### config.mk
export PLATFORM = sky130hd
export DESIGN_NAME = intr_resp_ctl
export DESIGN_NICKNAME = d
export VERILOG_FILES = /design/src/rtl/intr_pkg.sv /design/src/rtl/intr_dp.sv /design/src/rtl/intr_ctrl.sv /design/src/rtl/intr_resp_ctl.sv
export SDC_FILE = /design/constraint.sdc
export NUM_CORES = 1
export LEC_CHECK = 0
export BUFFER_PORTS_ARGS = -buffer_cell sky130_fd_sc_hd__buf_2
export CORE_ASPECT_RATIO = 1.1
export CORE_MARGIN = 1.5
export CORE_UTILIZATION = 46
export CTS_CLUSTER_DIAMETER = 200
export DETAILED_ROUTE_END_ITERATION = 8
export PLACE_DENSITY_LB_ADDON = 0.1
export REMOVE_ABC_BUFFERS = 1
export SYNTH_ARGS = -nofsm -noshare
export SYNTH_HDL_FRONTEND = slang
export SYNTH_SLANG_ARGS = --single-unit
### constraint.sdc
create_clock -name clk -period 2.7 [get_ports clk]
set_clock_uncertainty 0.2 [all_clocks]
set_input_delay 0.54 -clock clk [delete_from_list [all_inputs] [get_ports clk]]
set_output_delay 0.54 -clock clk [all_outputs]
set_load 0.02 [all_outputs]
### src/rtl/intr_pkg.sv
package intr_pkg;
  typedef enum logic [2:0] {
    OP_DI   = 3'd0,
    OP_EI   = 3'd1,
    OP_HALT = 3'd2,
    OP_IM0  = 3'd3,
    OP_IM1  = 3'd4,
    OP_IM2  = 3'd5
  } cmdOp_e;

  typedef enum logic [1:0] {
    AS_PUSH_HI, AS_PUSH_LO, AS_TAB_LO, AS_TAB_HI
  } addrSel_e;

  typedef struct packed {
    logic     capture;
    logic     latchDev;
    logic     latchLo;
    logic     latchHi;
    logic     useTable;
    addrSel_e addrSel;
  } dpCtl_t;
endpackage

### src/rtl/intr_dp.sv
module intr_dp
  import intr_pkg::*;
#(
  parameter int DATA_W  = 8,
  parameter int ADDR_W  = 2 * DATA_W,
  parameter logic [ADDR_W-1:0] RST_VEC = 'h0038
) (
  input  logic              clk,
  input  dpCtl_t            ctl,
  input  logic [DATA_W-1:0] devByte,
  input  logic [DATA_W-1:0] iReg,
  input  logic [ADDR_W-1:0] pcIn,
  input  logic [ADDR_W-1:0] spIn,
  input  logic [DATA_W-1:0] memRdata,
  output logic [ADDR_W-1:0] memAddr,
  output logic [DATA_W-1:0] memWdata,
  output logic [DATA_W-1:0] insnOut,
  output logic [ADDR_W-1:0] pcOut,
  output logic [ADDR_W-1:0] spOut
);
  logic [ADDR_W-1:0] pcSave, spSave;
  logic [DATA_W-1:0] devSave, iSave, tabLo, tabHi;
  logic [ADDR_W-1:0] tabAddr;

  always_ff @(posedge clk) begin
    if (ctl.capture) begin
      pcSave <= pcIn;
      spSave <= spIn;
    end
    if (ctl.latchDev) begin
      devSave <= devByte;
      iSave   <= iReg;
    end
    if (ctl.latchLo) tabLo <= memRdata;
    if (ctl.latchHi) tabHi <= memRdata;
  end

  assign tabAddr = {iSave, devSave};

  always_comb begin
    unique case (ctl.addrSel)
      AS_PUSH_HI: memAddr = spSave - ADDR_W'(1);
      AS_PUSH_LO: memAddr = spSave - ADDR_W'(2);
      AS_TAB_LO:  memAddr = tabAddr;
      default:    memAddr = tabAddr + ADDR_W'(1);
    endcase
  end

  assign memWdata = (ctl.addrSel == AS_PUSH_HI) ? pcSave[ADDR_W-1:DATA_W] : pcSave[DATA_W-1:0];
  assign insnOut  = devSave;
  assign pcOut    = ctl.useTable ? {tabHi, tabLo} : RST_VEC;
  assign spOut    = spSave - ADDR_W'(2);
endmodule

### src/rtl/intr_ctrl.sv
module intr_ctrl
  import intr_pkg::*;
(
  input  logic       clk,
  input  logic       rstN,
  input  logic       cmdValid,
  input  logic [2:0] cmdOp,
  input  logic       irqReq,
  input  logic       memAck,
  output dpCtl_t     ctl,
  output logic       ackOut,
  output logic       insnValid,
  output logic       memReq,
  output logic       memWe,
  output logic       pcLoad,
  output logic       halted
);
  typedef enum logic [2:0] {
    S_IDLE, S_ACK, S_INSN, S_PUSH_HI, S_PUSH_LO, S_RD_LO, S_RD_HI, S_DONE
  } state_e;

  state_e     state, stateNx;
  logic       intEn;
  logic [1:0] mode;
  logic       accept;

  assign accept = (state == S_IDLE) && irqReq && intEn;

  always_comb begin
    stateNx = state;
    unique case (state)
      S_IDLE:    if (accept) stateNx = S_ACK;
      S_ACK:     stateNx = (mode == 2'd0) ? S_INSN : S_PUSH_HI;
      S_INSN:    stateNx = S_IDLE;
      S_PUSH_HI: if (memAck) stateNx = S_PUSH_LO;
      S_PUSH_LO: if (memAck) stateNx = (mode == 2'd2) ? S_RD_LO : S_DONE;
      S_RD_LO:   if (memAck) stateNx = S_RD_HI;
      S_RD_HI:   if (memAck) stateNx = S_DONE;
      default:   stateNx = S_IDLE;
    endcase
  end

  always_ff @(posedge clk) begin
    if (!rstN) begin
      state  <= S_IDLE;
      intEn  <= 1'b0;
      mode   <= 2'd0;
      halted <= 1'b0;
    end else begin
      state <= stateNx;
      if (accept) begin
        intEn  <= 1'b0;
        halted <= 1'b0;
      end else if (state == S_IDLE && cmdValid) begin
        unique case (cmdOp)
          OP_DI:   intEn  <= 1'b0;
          OP_EI:   intEn  <= 1'b1;
          OP_HALT: halted <= 1'b1;
          OP_IM0:  mode   <= 2'd0;
          OP_IM1:  mode   <= 2'd1;
          OP_IM2:  mode   <= 2'd2;
          default: ;
        endcase
      end
    end
  end

  assign ackOut    = (state == S_ACK);
  assign insnValid = (state == S_INSN);
  assign memWe     = (state == S_PUSH_HI) || (state == S_PUSH_LO);
  assign memReq    = memWe || (state == S_RD_LO) || (state == S_RD_HI);
  assign pcLoad    = (state == S_DONE);

  always_comb begin
    ctl          = '0;
    ctl.capture  = accept;
    ctl.latchDev = (state == S_ACK);
    ctl.latchLo  = (state == S_RD_LO) && memAck;
    ctl.latchHi  = (state == S_RD_HI) && memAck;
    ctl.useTable = (mode == 2'd2);
    unique case (state)
      S_PUSH_LO: ctl.addrSel = AS_PUSH_LO;
      S_RD_LO:   ctl.addrSel = AS_TAB_LO;
      S_RD_HI:   ctl.addrSel = AS_TAB_HI;
      default:   ctl.addrSel = AS_PUSH_HI;
    endcase
  end

  // an acknowledge follows only a request seen in the previous cycle
  a_r2_ack_needs_req: assert property (@(posedge clk) disable iff (!rstN)
    ackOut |-> $past(irqReq));
  a_r3_ack_one_cycle: assert property (@(posedge clk) disable iff (!rstN)
    ackOut |=> !ackOut);
  a_r4_ie_cleared: assert property (@(posedge clk) disable iff (!rstN)
    ackOut |-> !intEn);
  a_r5_halt_release: assert property (@(posedge clk) disable iff (!rstN)
    $fell(halted) |-> ackOut);
  a_r6_mode0_quiet: assert property (@(posedge clk) disable iff (!rstN)
    insnValid |-> (!memReq && !pcLoad));
  a_r10_mode_frozen: assert property (@(posedge clk) disable iff (!rstN)
    (state != S_IDLE && $past(state) != S_IDLE) |-> $stable(mode));
endmodule

### src/rtl/intr_resp_ctl.sv
module intr_resp_ctl
  import intr_pkg::*;
#(
  parameter int DATA_W = 8,
  parameter logic [2*DATA_W-1:0] RST_VEC = 'h0038
) (
  input  logic                clk,
  input  logic                rstN,
  input  logic                cmdValid,
  input  logic [2:0]          cmdOp,
  input  logic                irqReq,
  input  logic [DATA_W-1:0]   devByte,
  input  logic [DATA_W-1:0]   iReg,
  input  logic [2*DATA_W-1:0] pcIn,
  input  logic [2*DATA_W-1:0] spIn,
  output logic                ackOut,
  output logic                insnValid,
  output logic [DATA_W-1:0]   insnOut,
  output logic                memReq,
  output logic                memWe,
  output logic [2*DATA_W-1:0] memAddr,
  output logic [DATA_W-1:0]   memWdata,
  input  logic [DATA_W-1:0]   memRdata,
  input  logic                memAck,
  output logic                pcLoad,
  output logic [2*DATA_W-1:0] pcOut,
  output logic [2*DATA_W-1:0] spOut,
  output logic                halted
);
  localparam int ADDR_W = 2 * DATA_W;
  dpCtl_t ctl;

  intr_ctrl u_ctrl (
    .clk(clk), .rstN(rstN), .cmdValid(cmdValid), .cmdOp(cmdOp),
    .irqReq(irqReq), .memAck(memAck), .ctl(ctl), .ackOut(ackOut),
    .insnValid(insnValid), .memReq(memReq), .memWe(memWe),
    .pcLoad(pcLoad), .halted(halted)
  );

  intr_dp #(.DATA_W(DATA_W), .ADDR_W(ADDR_W), .RST_VEC(RST_VEC)) u_dp (
    .clk(clk), .ctl(ctl), .devByte(devByte), .iReg(iReg), .pcIn(pcIn),
    .spIn(spIn), .memRdata(memRdata), .memAddr(memAddr),
    .memWdata(memWdata), .insnOut(insnOut), .pcOut(pcOut), .spOut(spOut)
  );

  // a pending access holds its address and data until acknowledged
  a_r7_hold_access: assert property (@(posedge clk) disable iff (!rstN)
    (memReq && !memAck) |=> (memReq && $stable(memAddr) && $stable(memWdata) && $stable(memWe)));
  a_r8_load_pulse: assert property (@(posedge clk) disable iff (!rstN)
    pcLoad |=> !pcLoad);
endmodule

# Yosys cells after proc, flatten, opt, wreduce, memory -nomap -nowiden
# Cells that the tools add are included.
# classes
n_mux	14
addsub	3
shifts	0
n_mul	0
magnitude_cmp	0
div_mod_pow	0
eq_ne	20
bitwise	2
n_reduce_logical	19
# op_table
op	count
16-bit case mux with 3 select lines	1
3-bit == test (second input constant)	6
3-bit case mux with 6 select lines	1
16-bit by 1-bit adder with 16-bit output (second input constant)	1
16-bit 2-to-1 mux	1
16-bit by 1-bit subtractor with 16-bit output (second input constant)	1
16-bit by 2-bit subtractor with 16-bit output (second input constant)	1
3-bit 2-to-1 mux	5
3-bit by 2-bit == test with 1-bit output (second input constant)	4
2-bit case mux with 3 select lines	2
8-bit 2-to-1 mux	1
2-bit != test (second input constant)	4
3-bit by 1-bit == test with 1-bit output (second input constant)	2
3-bit zero test	2
1-bit logical AND	5
5-bit AND reduction	1
2-bit == test (second input constant)	2
2-bit zero test	2
2-bit AND reduction	2
1-bit logical OR	3
3-bit AND reduction	1
3-bit nonzero test	1
2-bit by 1-bit == test with 1-bit output (second input constant)	1
2-bit 2-to-1 mux	1
6 further kinds	7
# totals
in_bits	64
word_cells	68
mem_bits_ro	0
n_memories	0
output_inout_bits	70
ram_bits	0
latch_bits	0
regBits	71

# Longest topological paths before layout
# Gate-level depths: netlist of the first run.
# logic_depth
depth_word	5
ltp_mapped	8
ltp_nobuf	7

# By module
# Synthesis of the first run repeated with hierarchy kept, for this count alone.
# unflattened
hier_cells	318
hier_area_um2	3767.4
# modules_own_cells
mod	seq_area_each_um2	cells_per_inst	instances	area_per_inst_um2
intr_dp	1921.8	255	1	3265.6
intr_ctrl	140.1	63	1	501.7

# Worst setup path before layout of the first run
# Ideal clock, no wire load.
# synth_timing
path_type	register to output
startpoint	register u_dp.spSave[1]
endpoint	output memAddr[9]
arrival_ps	2641
n_path_buf	1
stages_incl_launch_ff	9
path_slack_ps	-681
t_required_ps	1960
path_cell_list	edfxtp_1 -> inv_1 -> ha_1 -> or4b_4 -> buf_6 -> nor4_2 -> xor2_1 -> a222oi_1 -> a21oi_1
# synth_between
elab_chain_len	2
word_cells_on_any_way	3
cone_classes	add/sub: 2; mux: 1
# synth_rtl
item	line_no	rtl
start, declared	intr_dp.sv:21	logic [ADDR_W-1:0] pcSave, spSave;
start signal, assigned	intr_dp.sv:28	spSave <= spIn;
16-bit by 2-bit subtractor with 16-bit output	--	
via spOut[9]	intr_resp_ctl.sv:27	output logic [2*DATA_W-1:0] spOut,
16-bit case mux with 3 select lines	intr_dp.sv:41	unique case (ctl.addrSel)
end, declared	intr_resp_ctl.sv:21	output logic [2*DATA_W-1:0] memAddr,
# The timed path passes the listed nets, and every way through them passes these cells.

# Final worst setup path of the first run
# layout_timing
startpoint	register u_dp.spSave[1]
endpoint	output memAddr[15]
# layout_between
elab_chain_len	2
word_cells_on_any_way	3
cone_classes	add/sub: 2; mux: 1
# layout_rtl
item	line_no
16-bit by 2-bit subtractor with 16-bit output or 16-bit by 1-bit subtractor with 16-bit output (tied branches)	intr_dp.sv:43, intr_dp.sv:42
16-bit case mux with 3 select lines (*)	intr_dp.sv:41
# Mark *: on every way between the ends. The rest lies on a longest branch, timed or not.

==> qor.yml, run 1 <==
cts:
  cts.sinks: 71
  cts_max_level: 3
  cts.path.max_buffers: 2
  cts_tree: "yes"
  clkLatencyLatePin_ns: 0.35
  numCtsBuffers: 9
  clockRootBuffer: "clkbuf_8"
  cts.reportedPaths.clkPinSlew_ns: 0.08
place:
  gp_congestion: 0.912
  pre_cts_slack_ns: -0.297
  dpl_cell_area_mm2: 0.00516
  dpl.hpwl_um: 8010
  io_buffer_count: 133
layout:
  finalNetCount: 648
  area_growth_pct: 50.1
  final.fill_count: 628
  diodes: 0
  drive_gt1_frac: 0.491
  finalInstanceArea_mm2: 0.00599
yosys:
  synth.most_common_cell: "edfxtp_1"
  synthMuxAreaShare: 0.00753
  yosysUniqueCellTypes: 59
  synth_compound_area_frac: 0.126
  synthSimpleGateAreaFrac: 0.229
  synth_top_cell_area_share: 0.482
  yosys_warnings: 0
  synth_seq_area_share: 0.517
  synth_flop_cell: "edfxtp_1"
  syn_area_per_cell_um2: 10.6
  synth_area_leader_cell: "edfxtp_1"
  synth_cells: 377
  ys_async_sr_fraction: 0
  synth_edf_count: 64
  ys_ff_latch: 71
  synthesis.area_mm2: 0.00399
  synth_top_family_by_area: "simple AND/OR/NAND/NOR gates"
  yosys.area_share.adder: 0.0125
  synth-xor-area-share: 0.0678
  netlist_top_cells_count: "edfxtp_1 (64), nand2_1 (51), nor2_1 (21), o21ai_0 (19), xor2_1 (18)"
  synth_area_leaders: "edfxtp_1 (48%), nand2_1 (4.8%), xor2_1 (4.0%)"
power_and_ir_drop:
  switching_share: 0.295
  p_int_mw: 1.86
  clkPwrFrac: 0.287
  p_sw_mw: 0.779
  ir_drop_v: 0.000343
  leakage_nw: 2.53
  p_comb_frac: 0.209
  p_per_area_mw_per_mm2: 441
  p_seq_frac: 0.503
critical_path:
  reg2reg_from: "u_ctrl.state[0]"
  r2r-end: "u_ctrl.state[0]"
  setup.worst_path.end_class: "output pin"
  worstPathRequired_ns: 1.96
  crit_arrival_ns: 2.69
  start_kind: "register"
  critical_path_class: "register to output pin"
  worst_r2r_path_depth: 7
  critPathMaxFanout: 7
  r2r_setup_slack_ns: 0.63
sta:
  final_max_slew_viol_count: 0
  fmax_ghz: 0.292
  setup_tns_ns: -10.13
  grt_setup_unrepaired: "yes"
  hold_viol_final: 0
  fin_hold_ws_ns: 0.158
  maxSlewHeadroom: 0.660
  final.setup.worst_slack_ns: -0.729
  setup_viol: 25
  fin_crit_sh: 1.27
  worst_pin_slew_ns: 0.506
  min_period_ns: 3.43
routing:
  dr.pass1.iters: 6
  drcViolationCount: 0
  ant_nets: 0
  vias: 3870
  viasPerCell: 5.56
  drt-wirelength-per-cell_um: 17.0
  drtIter0Drc: 291
  drt_wl_total_um: 11800
run_status:
  violations: "negative setup slack"
  status: "finished with violations"
global_route:
  antenna_found_initial: 0
  grt_pass1_vias: 3617
  grt_max_degree: 35
  grt_pass1_wl_um: 18000
  gr-total-overflow: 0
  grt_use_total: 0.253
floorplan:
  ioPinCount: 134
  die-area_mm2: 0.00924
  start_util: 0.474
  die_y_um: 101
  die_w_um: 91.8
  core_mm2: 0.00841
  rows: 35
min_path:
  hold_start: "pcIn[2]"
  hold_depth: 1
  holdPathEnd: "u_dp.pcSave[2]"
  min_path_type: "primary input to register"
flow_run:
  cap_violations: 0
==> routing by layer <==
layer	global-route usage	share of wire	vias to the layer above
met5	0	0	-
met4	0.129	0.037	0
met3	0.0520	0.075	39
met2	0.413	0.48	206
met1	0.320	0.40	1820
li1	-	-	1805
==> cells by family (layout without fill, tap and decap cells) <==
group | count (synthesis) | in the layout
multiplexers | 3 | 3
buffers and inverters | 32 | 240
adder cells (fa/ha/maj) | 4 | 4
AND/OR/NAND/NOR | 162 | 162
AO/OA/AOI/OAI | 75 | 75
XOR/XNOR | 30 | 30
flip-flops | 71 | 71
==> power by group through the flow <==
| stage | registers (mW) | logic (mW) | clock network, mW |
|---|---|---|---|
| 2_1_floorplan | 1.41 | 0.218 | 0 |
| 3_3_place_gp | 1.35 | 0.494 | 0 |
| 3_5_place_dp | 1.35 | 0.504 | 0 |
| 4_1_cts | 1.33 | 0.533 | 0.793 |
| 5_1_grt | 1.34 | 0.600 | 0.820 |
| 6_report | 1.33 | 0.553 | 0.760 |
==> how the worst max path moves through the flow <==
stage	slack, ns	startpoint	depth (start not counted)	to
final	-0.73	u_dp.spSave[1]	9	memAddr[15]
after global routing	-0.80	u_dp.spSave[1]	9	memAddr[15]
after CTS	-0.58	u_dp.spSave[1]	8	memAddr[9]
after detailed placement	-0.30	u_dp.spSave[1]	8	memAddr[9]
after global placement	-0.20	u_dp.spSave[1]	8	memAddr[9]
after floorplan	-0.63	u_dp.spSave[1]	7	memAddr[9]
==> metrics by stage <==
step | util | instances | power (mW)
after floorplan | - | 356 | 1.62
after global placement | 0.613 | 660 | 1.85
after detailed placement | 0.613 | 660 | 1.86
after CTS | 0.690 | 688 | 2.65
after global routing | 0.712 | 696 | 2.76
final | 0.712 | 696 | 2.64
==> layout by cell type (no fill, tap or decap), types with 4 or more instances in the layout <==
cell and count:
nor3_1 5, o21ai_0 13, buf_6 28, a21oi_2 5, nor4_4 4, o21ai_1 5
nor2b_1 5, buf_4 73, xor2_1 15, and2_1 14, and3_1 5, dfxtp_1 7
nand4_1 7, buf_2 109, nand3_1 11, clkbuf_8 10, nor2_1 20, inv_1 8
nor4_1 6, o211ai_1 5, nand2_1 47, xnor2_1 7, nand2b_1 7, a21oi_1 13
edfxtp_1 64
==> worst max-delay path, cell delays in order, from the launching register on <==
cell and delay (ns):
edfxtp_1 0.40, inv_2 0.11, ha_4 0.14, or4b_4 0.57
buf_12 0.18, nor4b_4 0.28, xor2_1 0.31, nand2_1 0.10
o211ai_1 0.10, buf_4 0.17
==> layout make-up <==
cell class / count / area (um2) / share of cell area
flip-flops and latches: 71 / 2060 / 0.344
clock inverters: 5 / 33.8 / 0.00564
repair buffers: 213 / 1470 / 0.245
inverters: 11 / 45.0 / 0.00752
multi-input cells: 274 / 2100 / 0.350
clock buffers: 11 / 141 / 0.0236
well taps: 111 / 139 / 0.0232
==> state kept, by name, indices dropped and copies added, names as in the netlist <==
| name | cells |
|---|---|
| u_dp.tabLo | 8 |
| u_ctrl.state | 3 |
| u_dp.tabHi | 8 |
| u_dp.insnOut | 8 |
| u_ctrl.intEn | 1 |
| u_dp.iSave | 8 |
| u_ctrl.mode | 2 |
| u_dp.spSave | 16 |
| u_ctrl.halted | 1 |
| u_dp.pcSave | 16 |
==> what timing repair did <==
action	4_1_cts	5_1_grt
endpoints found under the setup margin	24	27
hold buffers	0	0
buffers inserted	19	11
gates resized for setup	90	30
pin swaps	33	35
Note: power is estimated with default switching activity, not from simulation.
==> run 2: changes to the inputs <==
--- a/config.mk
+++ b/config.mk
@@ -13,6 +13,7 @@
 export DETAILED_ROUTE_END_ITERATION = 8
 export PLACE_DENSITY_LB_ADDON = 0.1
 export REMOVE_ABC_BUFFERS = 1
+export SETUP_SLACK_MARGIN = 0.15
 export SYNTH_ARGS = -nofsm -noshare
 export SYNTH_HDL_FRONTEND = slang
 export SYNTH_SLANG_ARGS = --single-unit
==> run 2 against run 1 <==
Compared with the run above: the flow still finishes with violations (negative setup slack); worst setup slack improved by 0.069 ns; total power increased by 0.61%; non-clock buffer count increased by 3; utilization increased by 1.1 points; wire length decreased by 1.9%; final cell count increased by 0.43%; global-route usage about the same; die area unchanged; via count decreased by 2.0%; first-iteration DRC count decreased by 28%.
==> qor.yml, run 2 (synthesis results as in run 1) <==
floorplan:
  die_w_um: 91.8
  rows: 35
  ioPinCount: 134
  die-area_mm2: 0.00924
  core_mm2: 0.00841
  die_y_um: 101
  start_util: 0.474
critical_path:
  r2r_setup_slack_ns: 0.63
  crit_path_cell_trace: "inv_2 -> ha_4 -> or4b_4 -> or3_4 -> a32oi_2 -> a22oi_2 -> a21oi_2 -> buf_4"
  worst_r2r_path_depth: 7
  cp.depth: 8
  r2r-end: "u_ctrl.state[0]"
  cp_slowest_stage_delay_ns: 0.57
  worst-path-buf-inv: 2
  critical_path_class: "register to output pin"
  reg2reg_from: "u_ctrl.state[0]"
  worstSetupStartpoint: "u_dp.spSave[1]"
  critPathMaxFanout: 7
  cpLargestDelayFamily: "simple AND/OR/NAND/NOR gates"
  endpoint: "memAddr[7]"
  worstPathRequired_ns: 1.96
  setup.worst_path.end_class: "output pin"
  crit_arrival_ns: 2.62
  start_kind: "register"
  cpMaxStageDelayCell: "or4b_4"
cts:
  numCtsBuffers: 9
  cts_max_level: 3
  cts-hold-fix-buffers: 0
  cts.sinks: 71
  cts.reportedPaths.clkPinSlew_ns: 0.08
  cts_tree: "yes"
  clockRootBuffer: "clkbuf_8"
  clkLatencyLatePin_ns: 0.35
  cts.path.max_buffers: 2
power_and_ir_drop:
  p_comb_frac: 0.210
  p_seq_frac: 0.501
  p_per_area_mw_per_mm2: 437
  p_int_mw: 1.87
  switching_share: 0.298
  p_sw_mw: 0.792
  clkPwrFrac: 0.289
  leakage_nw: 2.56
  ir_drop_v: 0.000358
sta:
  fin_crit_sh: 1.24
  final.setup.worst_slack_ns: -0.660
  fin_hold_ws_ns: 0.154
  setup_tns_ns: -10.73
  worst_pin_slew_ns: 0.836
  maxSlewHeadroom: 0.437
  hold_viol_final: 0
  final_max_slew_viol_count: 0
  fmax_ghz: 0.298
  min_period_ns: 3.36
  setup_viol: 25
  grt_setup_unrepaired: "yes"
run_status:
  status: "finished with violations"
  violations: "negative setup slack"
place:
  io_buffer_count: 133
  gp_congestion: 0.912
  dpl.hpwl_um: 8010
global_route:
  grt_pass1_vias: 3626
  grt_pass1_wl_um: 18000
  gr-total-overflow: 0
  antenna_found_initial: 0
  grt_max_degree: 35
  grt_use_total: 0.253
routing:
  vias: 3793
  drtIter0Drc: 209
  dr.pass1.iters: 5
  drt-wirelength-per-cell_um: 16.6
  drcViolationCount: 0
  ant_nets: 0
  viasPerCell: 5.43
  drt_wl_total_um: 11600
layout:
  drive_gt1_frac: 0.500
  diodes: 0
  final_common_cell: "buf_2"
  finalNetCount: 651
  area_growth_pct: 52.5
  fin_util: 0.724
  top_regs: "u_dp.pcSave (16), u_dp.spSave (16)"
  mostFrequentLayoutCells: "buf_2 (108), buf_4 (69), edfxtp_1 (64), nand2_1 (47), buf_6 (36)"
min_path:
  min_path_type: "primary input to register"
flow_run:
  cap_violations: 0
## run 2: cell count changes in the layout (fill, tap and decap cells not counted), moves of 2 or more
cell,change
a21oi_2,+2
a21oi_1,-2
o22ai_1,-2
nor4_2,-2
o22ai_2,+2
buf_4,-4
buf_6,+8
o21ai_0,-2
## run 2: worst min path at each step
stage | start | end | slack (ns) | depth (start not counted)
4_1_cts | pcIn[9] | u_dp.pcSave[9] | 0.14 | 1
6_report | pcIn[2] | u_dp.pcSave[2] | 0.15 | 1
5_1_grt | pcIn[9] | u_dp.pcSave[9] | 0.13 | 1
2_1_floorplan | u_ctrl.intEn | u_ctrl.intEn | 0.27 | 2
3_5_place_dp | u_ctrl.halted | u_ctrl.halted | 0.27 | 2
3_3_place_gp | u_ctrl.halted | u_ctrl.halted | 0.25 | 2
## run 2: metal layers
| metal | global-route usage | part of all wire |
|---|---|---|
| met1 | 0.322 | 0.42 |
| met2 | 0.415 | 0.48 |
| met3 | 0.0543 | 0.067 |
| met4 | 0.114 | 0.029 |
| met5 | 0 | 0 |
## run 2: repair_timing
action | CTS | global route
gates resized for setup | 92 | 45
pin swaps | 26 | 32
endpoints found under the setup margin | 28 | 38
buffers inserted | 13 | 10
## run 2: power by group through the flow
stage               logic, mW  clock network (mW)  registers, mW
finish                  0.559               0.769           1.33
global route            0.605               0.828           1.34
CTS                     0.534               0.793           1.33
detailed placement      0.504                   0           1.35
global placement        0.494                   0           1.35
floorplan               0.218                   0           1.41
## run 2: stage by stage
step | setup WS [ns] | instances | area, um2 | power, mW
global placement | -0.201 | 660 | 5160 | 1.85
floorplan | -0.630 | 356 | 3870 | 1.62
detailed placement | -0.297 | 660 | 5160 | 1.86
global route | -0.747 | 699 | 6080 | 2.77
CTS | -0.585 | 689 | 5810 | 2.66
finish | -0.660 | 699 | 6080 | 2.66
## run 2: area by class of cell
class	instances	area, um2
Timing Repair Buffer	216	1520
Fill cell	618	2320
Clock inverter	5	33.8
Clock buffer	11	141
Multi-Input combinational cell	274	2140
Tap cell	111	139
Sequential cell	71	2060
Inverter	11	43.8
